### config.mk
export PLATFORM = sky130hd
export DESIGN_NAME = chain_dev_sel
export DESIGN_NICKNAME = d
export VERILOG_FILES = /design/src/rtl/cds_pkg.sv /design/src/rtl/cds_regs.sv /design/src/rtl/cds_match.sv /design/src/rtl/cds_drive.sv /design/src/rtl/chain_dev_sel.sv
export SDC_FILE = /design/constraint.sdc
export NUM_CORES = 1
export LEC_CHECK = 0
export ABC_AREA = 1
export BUFFER_PORTS_ARGS = -buffer_cell sky130_fd_sc_hd__buf_2
export CAP_MARGIN = 20
export CORE_AREA = 8 8 91 93
export CTS_CLUSTER_DIAMETER = 80
export CTS_CLUSTER_SIZE = 20
export DETAILED_ROUTE_END_ITERATION = 8
export DIE_AREA = 0 0 99 101
export MAX_ROUTING_LAYER = met4
export PLACE_DENSITY = 0.74
export SETUP_SLACK_MARGIN = 0.2
export SLEW_MARGIN = 20
export SYNTH_ARGS = -nofsm -noshare
export SYNTH_HDL_FRONTEND = slang
export SYNTH_SLANG_ARGS = --single-unit
### constraint.sdc
create_clock -name clk_i -period 1.25 [get_ports clk_i]
set_input_delay 0 -clock clk_i [delete_from_list [all_inputs] [get_ports clk_i]]
set_output_delay 0 -clock clk_i [all_outputs]
set_load 0.03 [all_outputs]
### src/rtl/cds_pkg.sv
package cds_pkg;
  typedef enum logic [1:0] {
    OP_IDLE  = 2'b00,
    OP_RD_PA = 2'b01,
    OP_RD_DS = 2'b10,
    OP_NF    = 2'b11
  } rd_op_e;

  typedef enum logic {
    REG_PA = 1'b0,
    REG_DS = 1'b1
  } reg_sel_e;
endpackage

### src/rtl/cds_regs.sv
module cds_regs
  import cds_pkg::*;
#(
  parameter int AW = 16
) (
  input  logic          clk_i,
  input  logic          rst_ni,
  input  logic          wr_i,
  input  logic          wr_sel_i,
  input  logic [AW-1:0] wdata_i,
  output logic [AW-1:0] pa_o,
  output logic [AW-1:0] ds_o
);
  localparam logic [AW-1:0] ALL_ONES = '1;

  logic pa_we, ds_we;

  assign pa_we = wr_i && (reg_sel_e'(wr_sel_i) == REG_PA) && (wdata_i != ALL_ONES);
  assign ds_we = wr_i && (reg_sel_e'(wr_sel_i) == REG_DS);

  always_ff @(posedge clk_i or negedge rst_ni) begin
    if (!rst_ni) begin
      pa_o <= '0;
      ds_o <= '0;
    end else begin
      if (pa_we) pa_o <= wdata_i;
      if (ds_we) ds_o <= wdata_i;
    end
  end

  // the page address never holds the reserved all-ones value
  a_r2_pa_never_ones: assert property (@(posedge clk_i) disable iff (!rst_ni)
    pa_o != ALL_ONES);

  // a rejected write leaves the page address unchanged
  a_r2_reject_ones: assert property (@(posedge clk_i) disable iff (!rst_ni)
    (wr_i && !wr_sel_i && wdata_i == ALL_ONES) |=> $stable(pa_o));

  // a select write always lands
  a_r3_ds_load: assert property (@(posedge clk_i) disable iff (!rst_ni)
    (wr_i && wr_sel_i) |=> (ds_o == $past(wdata_i)));
endmodule

### src/rtl/cds_match.sv
module cds_match #(
  parameter int AW = 16
) (
  input  logic [AW-1:0] pa_i,
  input  logic [AW-1:0] ds_i,
  output logic          match_o,
  output logic          bcast_o,
  output logic          sel_o
);
  localparam logic [AW-1:0] ALL_ONES = '1;

  always_comb begin
    match_o = (ds_i == pa_i);
    bcast_o = (ds_i == ALL_ONES);
    sel_o   = match_o || bcast_o;
  end
endmodule

### src/rtl/cds_drive.sv
module cds_drive
  import cds_pkg::*;
#(
  parameter int AW = 16,
  parameter int DW = 32
) (
  input  logic          clk_i,
  input  logic          rst_ni,
  input  logic [1:0]    rd_op_i,
  input  logic          cmp_en_i,
  input  logic          chain_full_ni,
  input  logic          dev_full_ni,
  input  logic [AW-1:0] nf_addr_i,
  input  logic [AW-1:0] pa_i,
  input  logic [AW-1:0] ds_i,
  input  logic          sel_i,
  input  logic          bcast_i,
  input  logic          match_i,
  output logic          oe_o,
  output logic [DW-1:0] rdata_o
);
  localparam int PAD = DW - AW;

  rd_op_e        op;
  logic          drive_d;
  logic [AW-1:0] val_d;
  logic [DW-1:0] word_d;

  assign op = rd_op_e'(rd_op_i);

  always_comb begin
    drive_d = 1'b0;
    val_d   = '0;
    unique case (op)
      OP_RD_PA: begin
        drive_d = sel_i && !bcast_i;
        val_d   = pa_i;
      end
      OP_RD_DS: begin
        drive_d = sel_i && !bcast_i;
        val_d   = ds_i;
      end
      OP_NF: begin
        // chain-gated: first device with room behind a full upstream
        drive_d = cmp_en_i ? (match_i && !bcast_i) : (!chain_full_ni && dev_full_ni);
        val_d   = nf_addr_i;
      end
      default: begin
        drive_d = 1'b0;
        val_d   = '0;
      end
    endcase
  end

  generate
    if (PAD > 0) begin : g_pad
      assign word_d = drive_d ? {{PAD{1'b0}}, val_d} : '0;
    end else begin : g_nopad
      assign word_d = drive_d ? val_d[DW-1:0] : '0;
    end
  endgenerate

  always_ff @(posedge clk_i or negedge rst_ni) begin
    if (!rst_ni) begin
      oe_o    <= 1'b0;
      rdata_o <= '0;
    end else begin
      oe_o    <= drive_d;
      rdata_o <= word_d;
    end
  end

  // a silent bus carries zeros
  a_r9_quiet_bus: assert property (@(posedge clk_i) disable iff (!rst_ni)
    !oe_o |-> (rdata_o == '0));

  // driving only follows a read request
  a_r9_idle_quiet: assert property (@(posedge clk_i) disable iff (!rst_ni)
    (rd_op_i == OP_IDLE) |=> !oe_o);

  // broadcast blocks register reads
  a_r6_bcast_mute: assert property (@(posedge clk_i) disable iff (!rst_ni)
    (bcast_i && (rd_op_i == OP_RD_PA || rd_op_i == OP_RD_DS)) |=> !oe_o);

  // the first non-full device answers a chain-gated query
  a_r7_chain_answer: assert property (@(posedge clk_i) disable iff (!rst_ni)
    (rd_op_i == OP_NF && !cmp_en_i && !chain_full_ni && dev_full_ni)
      |=> (oe_o && rdata_o[AW-1:0] == $past(nf_addr_i)));

  // a compare-mode query never answers while broadcasting
  a_r8_bcast_no_nf: assert property (@(posedge clk_i) disable iff (!rst_ni)
    (rd_op_i == OP_NF && cmp_en_i && bcast_i) |=> !oe_o);
endmodule

### src/rtl/chain_dev_sel.sv
module chain_dev_sel #(
  parameter int AW = 16,
  parameter int DW = 32
) (
  input  logic          clk_i,
  input  logic          rst_ni,
  input  logic          wr_i,
  input  logic          wr_sel_i,
  input  logic [AW-1:0] wdata_i,
  input  logic [1:0]    rd_op_i,
  input  logic          cmp_en_i,
  input  logic          chain_full_ni,
  input  logic          dev_full_ni,
  input  logic [AW-1:0] nf_addr_i,
  output logic          sel_o,
  output logic          bcast_o,
  output logic          rdata_oe_o,
  output logic [DW-1:0] rdata_o
);
  logic [AW-1:0] pa_q, ds_q;
  logic          match;

  cds_regs #(.AW(AW)) i_regs (
    .clk_i    (clk_i),
    .rst_ni   (rst_ni),
    .wr_i     (wr_i),
    .wr_sel_i (wr_sel_i),
    .wdata_i  (wdata_i),
    .pa_o     (pa_q),
    .ds_o     (ds_q)
  );

  cds_match #(.AW(AW)) i_match (
    .pa_i    (pa_q),
    .ds_i    (ds_q),
    .match_o (match),
    .bcast_o (bcast_o),
    .sel_o   (sel_o)
  );

  cds_drive #(.AW(AW), .DW(DW)) i_drive (
    .clk_i         (clk_i),
    .rst_ni        (rst_ni),
    .rd_op_i       (rd_op_i),
    .cmp_en_i      (cmp_en_i),
    .chain_full_ni (chain_full_ni),
    .dev_full_ni   (dev_full_ni),
    .nf_addr_i     (nf_addr_i),
    .pa_i          (pa_q),
    .ds_i          (ds_q),
    .sel_i         (sel_o),
    .bcast_i       (bcast_o),
    .match_i       (match),
    .oe_o          (rdata_oe_o),
    .rdata_o       (rdata_o)
  );

  // writing the own page address into the select value addresses this device
  a_r4_select_on_match: assert property (@(posedge clk_i) disable iff (!rst_ni)
    (wr_i && wr_sel_i && wdata_i == pa_q && !(wr_i && !wr_sel_i)) |=> sel_o);

  // writing all ones into the select value enters broadcast
  a_r4_bcast_enter: assert property (@(posedge clk_i) disable iff (!rst_ni)
    (wr_i && wr_sel_i && wdata_i == '1) |=> (bcast_o && sel_o));
endmodule

After elaboration in Yosys (flattened, before gate mapping)
Index checks and enable logic that the tools add are counted.
{"block": "op_classes", "n_addsub": 0, "mul": 0, "div": 0, "n_lt_le_gt_ge": 0, "eq_ne": 6, "n_shift": 0, "mux": 4, "bitwise_logic": 1, "reduce_logical": 10}
{"cell": "$pmux W16 S3", "n": 1}
{"cell": "$eq A16 B16 Y1", "n": 1}
{"cell": "$eq A16 B16 Y1 const B", "n": 1}
{"cell": "$mux W16", "n": 1}
{"cell": "$ne A16 B16 Y1 const B", "n": 1}
{"cell": "$logic_and A1 B1 Y1", "n": 6}
{"cell": "$eq A2 B2 Y1 const B", "n": 2}
{"cell": "$eq A2 B1 Y1 const B", "n": 1}
{"cell": "$logic_not A1 Y1", "n": 2}
{"cell": "$pmux W1 S2", "n": 1}
{"cell": "$reduce_or A2 Y1", "n": 1}
{"cell": "$logic_or A1 B1 Y1", "n": 1}
{"cell": "$mux W1", "n": 1}
{"cell": "$not A1 Y1", "n": 1}
{"block": "word_totals", "ff_bits": 65, "latchBits": 0, "ram_bits": 0, "mem_bits_ro": 0, "in_bits": 41, "output_inout_bits": 35, "word_cells": 25, "n_memories": 0}

Longest topological paths before layout
Gate-level depths: netlist of the first run.
{"block": "depth", "word_depth": 6, "depth_mapped": 11, "ltp_nobuf": 10}

Modules after synthesis
Synthesis of the first run repeated with hierarchy kept, for this count alone.
{"block": "unflattened", "hier_cells": 367, "area_unflattened_um2": 2810.2}
{"mod": "cds_regs", "n_inst": 1, "cells_per_inst": 125, "area_per_inst_um2": 1333.8}
{"mod": "cds_drive", "n_inst": 1, "cells_per_inst": 139, "area_per_inst_um2": 1072.3}
{"mod": "cds_match", "n_inst": 1, "cells_per_inst": 103, "area_per_inst_um2": 404.1}

Worst setup path after synthesis of the first run
OpenSTA, ideal clock, no wires.
{"block": "synth_timing", "path_kind": "register -> register", "from": "register i_regs.ds_o[8]", "to": "register i_drive.oe_o", "setup_time_ns": 0.116, "arrival_ns": 1.414, "required_time_ns": 1.134, "setup_slack_ns": -0.280, "stages_incl_launch_ff": 11, "n_path_buf": 1, "period_less_slack_ns": 1.530, "path_cell_list": "dfrtp_1 > nand2_1 > nor2_1 > nand2_1 > nor2_2 > nor2_1 > nand3_1 > nand2_2 > nand2_4 > buf_8 > inv_1"}
{"block": "synth_between", "elab_chain_len": 5, "elab_cells_between_ends": 8, "classes_between": "2 x eq/ne; 2 x mux; 4 x reduce/logical"}
{"element": "from (decl)", "line": "cds_regs.sv:12", "source": "output logic [AW-1:0] ds_o"}
{"element": "from (signal assigned)", "line": "cds_regs.sv:27", "source": "if (ds_we) ds_o <= wdata_i;"}
{"element": "$eq A16 B16 Y1 *", "line": "cds_match.sv:14", "source": "bcast_o = (ds_i == ALL_ONES);"}
{"element": "via bcast_o", "line": "chain_dev_sel.sv:16", "source": "output logic bcast_o,"}
{"element": "$logic_not A1 Y1", "line": "cds_drive.sv:36, cds_drive.sv:40, cds_drive.sv:45"}
{"element": "$logic_and A1 B1 Y1", "line": "cds_drive.sv:45", "source": "drive_d = cmp_en_i ? (match_i && !bcast_i) : (!chain_full_ni && dev_full_ni);"}
{"element": "$mux W1", "line": "cds_drive.sv:45"}
{"element": "$pmux W1 S2 *", "line": "cds_drive.sv:34", "source": "unique case (op)"}
{"element": "via i_drive.drive_d", "line": "cds_drive.sv:25", "source": "logic drive_d;"}
{"element": "to (signal assigned)", "line": "cds_drive.sv:68", "source": "oe_o <= drive_d;"}
{"element": "to (decl)", "line": "cds_drive.sv:19", "source": "output logic oe_o,"}
Mark *: on every way through the listed nets, which the timed path passes. The rest lies on a longest branch.
A chain may end at the register's enable or synchronous reset.

Final worst setup path of the first run
{"block": "layout_timing", "from": "register i_regs.ds_o[4]", "to": "output port sel_o"}
{"block": "layout_between", "elab_chain_len": 2, "elab_cells_between_ends": 3, "classes_between": "2 x eq/ne; 1 x reduce/logical"}
{"element": "$eq A16 B16 Y1 (on tied branches)", "line": "cds_match.sv:13, cds_match.sv:14"}
{"element": "$logic_or A1 B1 Y1 *", "line": "cds_match.sv:15", "source": "sel_o = match_o || bcast_o;"}
{"element": "to (decl)", "line": "chain_dev_sel.sv:15", "source": "output logic sel_o,"}
Every way passes the cells marked *; elsewhere a longest branch is shown, timed or not.

==> impl_metrics.env, run 1 <==
export IMPL_critPathBufInv=2
export IMPL_final_common_cell="nand2_1"
export IMPL_num_io_pins=76
export IMPL_drt_iter0_markers=137
export IMPL_clockRootBuffer="clkbuf_8"
export IMPL_numCtsBuffers=5
export IMPL_fin_cells=530
export IMPL_critPathTopFamily="simple AND/OR/NAND/NOR gates"
export IMPL_hold_viol=1
export IMPL_die_x_um=99
export IMPL_start_kind="flip-flop"
export IMPL_grt_max_degree=32
export IMPL_final_util=0.531
export IMPL_remaining_drc_errors=0
export IMPL_setup_viol=19
export IMPL_violations="hold timing, setup timing"
export IMPL_core_area_mm2=0.00694
export IMPL_crit_top_cell="nand2_1"
export IMPL_cts_htree_levels=2
export IMPL_grt_first_pass_wirelength_um=11600
export IMPL_num_rows=31
export IMPL_clk_pin_slew_ns=0.09
export IMPL_path_max_fanout=4
export IMPL_cp_num_cells=9
export IMPL_portBuffers=59
export IMPL_wl_um=7150
export IMPL_ys_seq_area_frac=0.464
export IMPL_drive_gt1_frac=0.317
export IMPL_peakVddDrop_uv=459
export IMPL_fp_dieH_um=101
export IMPL_clock_latency_ns=0.30
export IMPL_clock_sinks=49
export IMPL_dieArea_mm2=0.0100
export IMPL_critPathKind="reg2out"
export IMPL_max_cap_violations=0
export IMPL_fin_crit_sh=1.23
export IMPL_finClkSkew_ns=0.00813
export IMPL_firstDrtPassIters=5
export IMPL_placed_cells=489
export IMPL_setup_tns_ns=-4.75
export IMPL_slew_viol_final=0
export IMPL_grt_pass1_vias=2505
export IMPL_syn_instance_count=329
export IMPL_worstPathCellList="inv_2 > nand2_1 > nand2_1 > nor2_2 > nand2_1 > nor2_2 > nand2_1 > o21ai_2 > buf_6"
export IMPL_pre_cts_slack_ns=-0.225
export IMPL_avgViaCountPerCell=4.64
export IMPL_max_clock_freq_mhz=648
export IMPL_nNetsFinal=493
export IMPL_r2r_cells=10
export IMPL_ys_warn_count=0
export IMPL_rrSetupSlack_ns=-0.26
export IMPL_cp_slowest_stage_delay_ns=0.43
export IMPL_final_cell_mix="nand2_1, buf_2, dfrtp_1, nor2_1, inv_1"
export IMPL_finalCriticalPeriod_ns=1.54
export IMPL_min_delay_path_class="in2reg"
export IMPL_placed_area_mm2=0.00320
export IMPL_gp_congestion=0.845
export IMPL_antennaDiodeCount=0
export IMPL_syn_avg_cell_area_um2=8.03
export IMPL_ys_types=25
export IMPL_post_drt_wl_per_cell_um=13.5
export IMPL_synth_ff_latch_count=49
export IMPL_via_count=2461
export IMPL_syn_area_mm2=0.00264
export IMPL_arrival_ns=1.54
export IMPL_clock_path_buffers=2
export IMPL_outcome="finished, violations left"
export IMPL_holdPathStages=3
export IMPL_syn2layout_area_growth_pct=39.6
export IMPL_overflow=0
export IMPL_hpwl_um=5120
export IMPL_whs_ns=-0.000222
export IMPL_critPathRequiredTime_ns=1.25
export IMPL_cts_tree="built"
export IMPL_fin_total_pwr_mw=3.81
export IMPL_cpMaxStageDelayCell="dfrtp_1"
export IMPL_power_density_mw_per_mm2=1030
export IMPL_p_leak_nw=1.99
export IMPL_ant_nets=0
export IMPL_setup_ws_ns=-0.293
export IMPL_grt_total_usage=0.148
export IMPL_rsz0062_at_grt="true"
export IMPL_fillers=629
export IMPL_antenna_found_initial=0
export IMPL_stdcell_area_mm2=0.00369
export IMPL_cp_end_kind="primary output"
export IMPL_start_util=0.380
## cells in the mapped netlist
cell type	instances	area (um2)
nand2_1	79	297
dfrtp_1	49	1230
nor2_1	39	146
inv_1	36	135
a21oi_1	20	100
o21ai_0	17	85.1
a22o_1	16	140
buf_4	16	120
nor2_2	12	75.1
clkbuf_1	8	30.0
nand3_1	7	35.0
ha_1	4	50.1
inv_2	4	15.0
o21ai_1	4	20.0
mux2_2	3	33.8
nand4_1	3	18.8
buf_6	2	22.5
nand2_2	2	12.5
nor4_2	2	25.0
buf_8	1	15.0
clkbuf_2	1	5.00
conb_1	1	3.75
nand2_4	1	11.3
nand3_2	1	10.0
xor2_1	1	8.76
## worst reg2reg max path, stage by stage (launching register included)
cell	delay [ns]
dfrtp_1	0.43
buf_4	0.13
nand2_1	0.05
nor2_2	0.10
nand2_2	0.09
nor2_4	0.13
nor2_1	0.06
nand3_1	0.11
nand2_4	0.13
nand2_4	0.13
nor2_1	0.05
## cell families (layout without fill, tap and decap cells)
group           after synthesis  count (layout)  share of synthesized area
compound gates               57              57                      0.131
other cells                   1              16                    0.00142
buf+inv                      68             170                      0.130
simple gates                146             148                      0.239
mux                           3               3                     0.0128
flops                        49              49                      0.464
xor+xnor                      1               1                    0.00332
fa+ha+maj                     4               4                     0.0189
## layer usage
layer,part of all wire,up-vias,GRT usage
li1,-,1246,-
met5,0,-,-
met2,0.52,83,0.261
met4,0.012,0,0.0472
met3,0.051,9,0.0304
met1,0.42,1123,0.163
## state kept, by name (all words and copies together), names as in the netlist
register / cells
i_drive.rdata_o: 16
i_regs.pa_o: 16
i_drive.oe_o: 1
i_regs.ds_o: 16
## layout make-up
class                           instances  area (um2)  area share
Clock buffer                            7        86.3      0.0234
Inverter                               40         150      0.0407
Multi-Input combinational cell        229        1210       0.329
Sequential cell                        49        1230       0.333
Tap cell                               82         103      0.0278
Timing Repair Buffer                  123         908       0.246
## power breakdown
group / internal [mW] / switching [mW] / total [mW] / leakage, nW
logic: 0.479 / 0.511 / 0.990 / 1.32
clock network: 0.440 / 0.506 / 0.946 / 0.0443
registers: 1.72 / 0.152 / 1.87 / 0.624
total: 2.64 / 1.17 / 3.81 / 1.99
## worst paths after layout
| path | from | endpoint |
|---|---|---|
| max | i_regs.ds_o[4]$_DFFE_PN0P_ | sel_o |
| min | wdata_i[12] | i_regs.pa_o[12]$_DFFE_PN0P_ |
| max reg2reg | i_regs.ds_o[4]$_DFFE_PN0P_ | i_drive.rdata_o[0]$_DFF_PN0_ |
| min reg2reg | i_regs.pa_o[6]$_DFFE_PN0P_ | i_regs.pa_o[6]$_DFFE_PN0P_ |
| max in group asynchronous | rst_ni | i_regs.ds_o[1]$_DFFE_PN0P_ |
| min in group asynchronous | rst_ni | i_regs.pa_o[10]$_DFFE_PN0P_ |
## what timing repair did
| item | in CTS | in global routing |
|---|---|---|
| buffers inserted | 3 | 4 |
| setup endpoints to repair | 19 | 19 |
| pin swaps | 14 | 5 |
| hold endpoints to repair | 50 | 0 |
| cloned | 2 | 0 |
| hold buffers | 25 | 0 |
| resized for setup | 19 | 5 |
Power figures use the tool's default switching activity.
==> run 2, diff against run 1 <==
Settings changed: SETUP_SLACK_MARGIN 0.2 to unset, SKIP_CTS_REPAIR_TIMING set to 1.
==> impl_metrics.env, run 2 (synthesis results as in run 1) <==
export IMPL_syn2layout_area_growth_pct=39.1
export IMPL_remaining_drc_errors=0
export IMPL_rr_startpoint="i_regs.ds_o[8]$_DFFE_PN0P_"
export IMPL_setup_viol=19
export IMPL_path_max_fanout=4
export IMPL_placed_cells=489
export IMPL_grt_pass1_vias=2337
export IMPL_nNetsFinal=495
export IMPL_clockRootBuffer="clkbuf_8"
export IMPL_final_cell_mix="nand2_1, buf_2, dfrtp_1, buf_4, nor2_1"
export IMPL_setup_ws_ns=-0.287
export IMPL_die_x_um=99
export IMPL_portBuffers=59
export IMPL_largest_registers="i_drive.rdata_o x16, i_regs.ds_o x16, i_regs.pa_o x16"
export IMPL_via_count=2489
export IMPL_start_kind="flip-flop"
export IMPL_post_drt_wl_per_cell_um=13.7
export IMPL_cp_end_kind="primary output"
export IMPL_dieArea_mm2=0.0100
export IMPL_fillers=621
export IMPL_clock_sinks=49
export IMPL_antenna_found_initial=0
export IMPL_start_util=0.380
export IMPL_antennaDiodeCount=0
export IMPL_finClkSkew_ns=0.00631
export IMPL_final_util=0.529
export IMPL_grt_max_degree=32
export IMPL_hpwl_um=5120
export IMPL_firstDrtPassIters=6
export IMPL_pre_cts_slack_ns=-0.225
export IMPL_hold_viol=3
export IMPL_max_clock_freq_mhz=651
export IMPL_avgViaCountPerCell=4.68
export IMPL_min_delay_path_class="in2reg"
export IMPL_whs_ns=-0.0124
export IMPL_clock_path_buffers=2
export IMPL_rsz0062_at_grt="true"
export IMPL_outcome="finished, violations left"
export IMPL_critPathKind="reg2out"
export IMPL_clk_pin_slew_ns=0.09
export IMPL_grt_total_usage=0.138
export IMPL_core_area_mm2=0.00694
export IMPL_slew_viol_final=0
export IMPL_ant_nets=0
export IMPL_setup_tns_ns=-4.03
export IMPL_fin_crit_sh=1.23
export IMPL_numCtsBuffers=5
export IMPL_cts_htree_levels=2
export IMPL_arrival_ns=1.54
export IMPL_p_leak_nw=1.99
export IMPL_fp_dieH_um=101
export IMPL_drt_iter0_markers=179
export IMPL_holdCritStartpoint="wdata_i[4]"
export IMPL_finalCriticalPeriod_ns=1.54
export IMPL_clock_latency_ns=0.30
export IMPL_grt_first_pass_wirelength_um=10700
export IMPL_fin_cells=532
export IMPL_violations="hold timing, setup timing"
export IMPL_final_common_cell="nand2_1"
export IMPL_wl_um=7270
export IMPL_peakVddDrop_uv=457
export IMPL_drive_gt1_frac=0.318
export IMPL_overflow=0
export IMPL_power_density_mw_per_mm2=1040
export IMPL_gp_congestion=0.845
export IMPL_startpoint="i_regs.ds_o[8]$_DFFE_PN0P_"
export IMPL_max_cap_violations=0
export IMPL_num_io_pins=76
export IMPL_critPathRequiredTime_ns=1.25
export IMPL_num_rows=31
export IMPL_cts_tree="built"
==> run 2: changes by cell type in the layout (fill, tap and decap cells not counted), sizes merged <==
cell / before / now
nand2: 84 / 83
buf: 98 / 101
==> run 2: final timing paths <==
check	cells past startpoint	end	slack, ns
hold / removal	3	i_regs.ds_o[4]$_DFFE_PN0P_	-0.01
min in group asynchronous	2	i_regs.pa_o[10]$_DFFE_PN0P_	0.17
setup reg to reg	9	i_drive.rdata_o[3]$_DFF_PN0_	-0.25
setup / recovery	8	sel_o	-0.29
max in group asynchronous	3	i_regs.ds_o[0]$_DFFE_PN0P_	0.55
hold reg to reg	2	i_regs.pa_o[6]$_DFFE_PN0P_	0.55
==> run 2: area by class of cell <==
cell class,instances,area [um2],share of cell area
clock buffer,7,86.3,0.0235
inverter,40,150,0.0409
multi-input combinational,228,1180,0.321
sequential,49,1230,0.335
tap,82,103,0.0279
timing repair buffer,126,923,0.251
==> run 2: where the power goes <==
group          total, mW  switching, mW  internal, mW  leakage [nW]
combinational       1.00          0.510         0.491          1.32
sequential          1.88          0.155          1.72         0.622
clock              0.951          0.511         0.440        0.0443
==> run 2: through the flow <==
| step | power (mW) | instance area, um2 |
|---|---|---|
| after floorplan | 2.41 | 2700 |
| after global placement | 2.72 | 3200 |
| after detailed placement | 2.75 | 3200 |
| after CTS | 3.68 | 3280 |
| after global routing | 4.03 | 3670 |
| final | 3.83 | 3670 |
==> run 2: metal layers <==
metal	track usage	part of all wire	vias to the layer above
met3	0.0325	0.046	8
met4	0.0425	0.012	0
met2	0.241	0.52	65
met5	-	0	-
met1	0.152	0.42	1159
li1	-	-	1257
==> run 2: worst max-delay path: stages (launching register included) <==
cell     delay (ns)
dfrtp_1        0.43
nand2_1        0.09
nand2_1        0.06
nor2_1         0.13
nand2_1        0.09
nor2_2         0.13
nand2_1        0.07
o21ai_2        0.08
buf_6          0.16
==> run 3, diff against run 2 <==
Settings changed: PLACE_DENSITY 0.74 to 0.72, TNS_END_PERCENT set to 50.
Clock period 1.25 ns to 1.7 ns, I/O delays scaled along.
==> impl_metrics.env, run 3 (synthesis results as in run 1) <==
export IMPL_rrSetupSlack_ns=0.24
export IMPL_wl_um=6230
export IMPL_worst_pin_slew_ns=0.568
export IMPL_cts_tree="built"
export IMPL_clock_latency_ns=0.31
export IMPL_numCtsBuffers=5
export IMPL_cp_end_kind="primary output"
export IMPL_remaining_drc_errors=0
export IMPL_overflow=0
export IMPL_avgViaCountPerCell=4.51
export IMPL_antennaDiodeCount=0
export IMPL_antenna_found_initial=0
export IMPL_rr_startpoint="i_regs.ds_o[8]$_DFFE_PN0P_"
export IMPL_grt_total_usage=0.130
export IMPL_post_drt_wl_per_cell_um=12.6
export IMPL_nNetsFinal=456
export IMPL_cts_htree_levels=2
export IMPL_hpwl_um=4750
export IMPL_fp_dieH_um=101
export IMPL_min_delay_path_class="in2reg"
export IMPL_num_io_pins=76
export IMPL_core_area_mm2=0.00694
export IMPL_finalCriticalPeriod_ns=1.51
export IMPL_final_common_cell="nand2_1"
export IMPL_drt_iter0_markers=86
export IMPL_drive_gt1_frac=0.245
export IMPL_whs_ns=-0.0297
export IMPL_max_clock_freq_mhz=663
export IMPL_largest_registers="i_drive.rdata_o x16, i_regs.ds_o x16, i_regs.pa_o x16"
export IMPL_start_util=0.380
export IMPL_critPathKind="reg2out"
export IMPL_rsz0062_at_grt="false"
export IMPL_timing_slew_headroom=0.621
export IMPL_final_cell_mix="nand2_1, buf_2, dfrtp_1, nor2_1, inv_1"
export IMPL_critPathRequiredTime_ns=1.70
export IMPL_arrival_ns=1.51
export IMPL_start_kind="flip-flop"
export IMPL_setup_tns_ns=0
export IMPL_setup_viol=0
export IMPL_die_x_um=99
export IMPL_path_max_fanout=5
export IMPL_syn2layout_area_growth_pct=26.4
export IMPL_ant_nets=0
export IMPL_clock_sinks=49
export IMPL_r2r_cells=9
export IMPL_clockRootBuffer="clkbuf_8"
export IMPL_outcome="finished, violations left"
export IMPL_portBuffers=59
export IMPL_power_density_mw_per_mm2=873
export IMPL_clock_path_buffers=2
export IMPL_via_count=2229
export IMPL_peakVddDrop_uv=352
export IMPL_hold_viol=10
export IMPL_max_cap_violations=0
export IMPL_violations="hold timing"
export IMPL_grt_first_pass_wirelength_um=10200
export IMPL_holdPathStages=3
export IMPL_holdCritStartpoint="nf_addr_i[4]"
export IMPL_worst_r2r_endpoint="i_drive.rdata_o[2]$_DFF_PN0_"
export IMPL_dieArea_mm2=0.0100
export IMPL_fin_total_pwr_mw=2.91
export IMPL_clk_pin_slew_ns=0.09
export IMPL_firstDrtPassIters=6
export IMPL_gp_congestion=0.809
export IMPL_fin_crit_sh=0.887
export IMPL_p_leak_nw=1.83
export IMPL_num_rows=31
export IMPL_slew_viol_final=0
export IMPL_finClkSkew_ns=0.00677
export IMPL_grt_pass1_vias=2135
export IMPL_hold_path_endpoint="i_drive.rdata_o[4]$_DFF_PN0_"
export IMPL_grt_max_degree=27
[run 3: critical path, cell delays in order, from the launching register on]
cell and delay, ns:
dfrtp_1 0.44, nand2_1 0.09, nand2_1 0.04, nor2_1 0.11, nand2_1 0.08, nor2_2 0.12, nand2_1 0.07, o21ai_2 0.07
buf_4 0.18
[run 3: area by class of cell]
type	count	area (um2)
fill	665	3600
sequential	49	1230
multi-input combinational	227	1130
timing repair buffer	88	593
inverter	40	150
tap	82	103
clock buffer	5	68.8
clock inverter	3	65.1
[run 3: how the worst max path moves through the flow]
stage	cells after the start	end	startpoint	slack (ns)
after global routing	8	sel_o	i_regs.ds_o[14]$_DFFE_PN0P_	0.03
after detailed placement	9	i_drive.rdata_o[2]$_DFF_PN0_	i_regs.ds_o[10]$_DFFE_PN0P_	0.26
final	8	sel_o	i_regs.ds_o[10]$_DFFE_PN0P_	0.19
after floorplan	10	i_drive.oe_o$_DFF_PN0_	i_regs.ds_o[8]$_DFFE_PN0P_	0.17
after global placement	9	i_drive.rdata_o[2]$_DFF_PN0_	i_regs.ds_o[10]$_DFFE_PN0P_	0.31
after CTS	8	sel_o	i_regs.ds_o[10]$_DFFE_PN0P_	0.04
[run 3: where the power goes]
part / total [mW] / switching [mW] / internal, mW
clock: 0.979 / 0.395 / 0.584
sequential: 1.38 / 0.118 / 1.26
combinational: 0.553 / 0.313 / 0.240
total: 2.91 / 0.826 / 2.09
[run 3: metal layers]
layer	global-route usage	part of all wire	vias up
li1	-	-	1166
met4	0.0460	0.015	0
met1	0.152	0.46	1003
met5	-	0	-
met3	0.0373	0.044	7
met2	0.210	0.48	53
[run 3: metrics by stage]
step                      std cells  hold slack, ns  worst slack [ns]  instance area [um2]   util
after floorplan                 344          -0.296             0.170                 2700      -
after global placement          464          0.0216             0.307                 2980  0.429
after detailed placement        464          0.0311             0.263                 2980  0.429
after CTS                       472          -0.306            0.0430                 3110  0.449
after global routing            494        0.000415            0.0255                 3340  0.481
final                           494         -0.0297             0.192                 3340  0.481
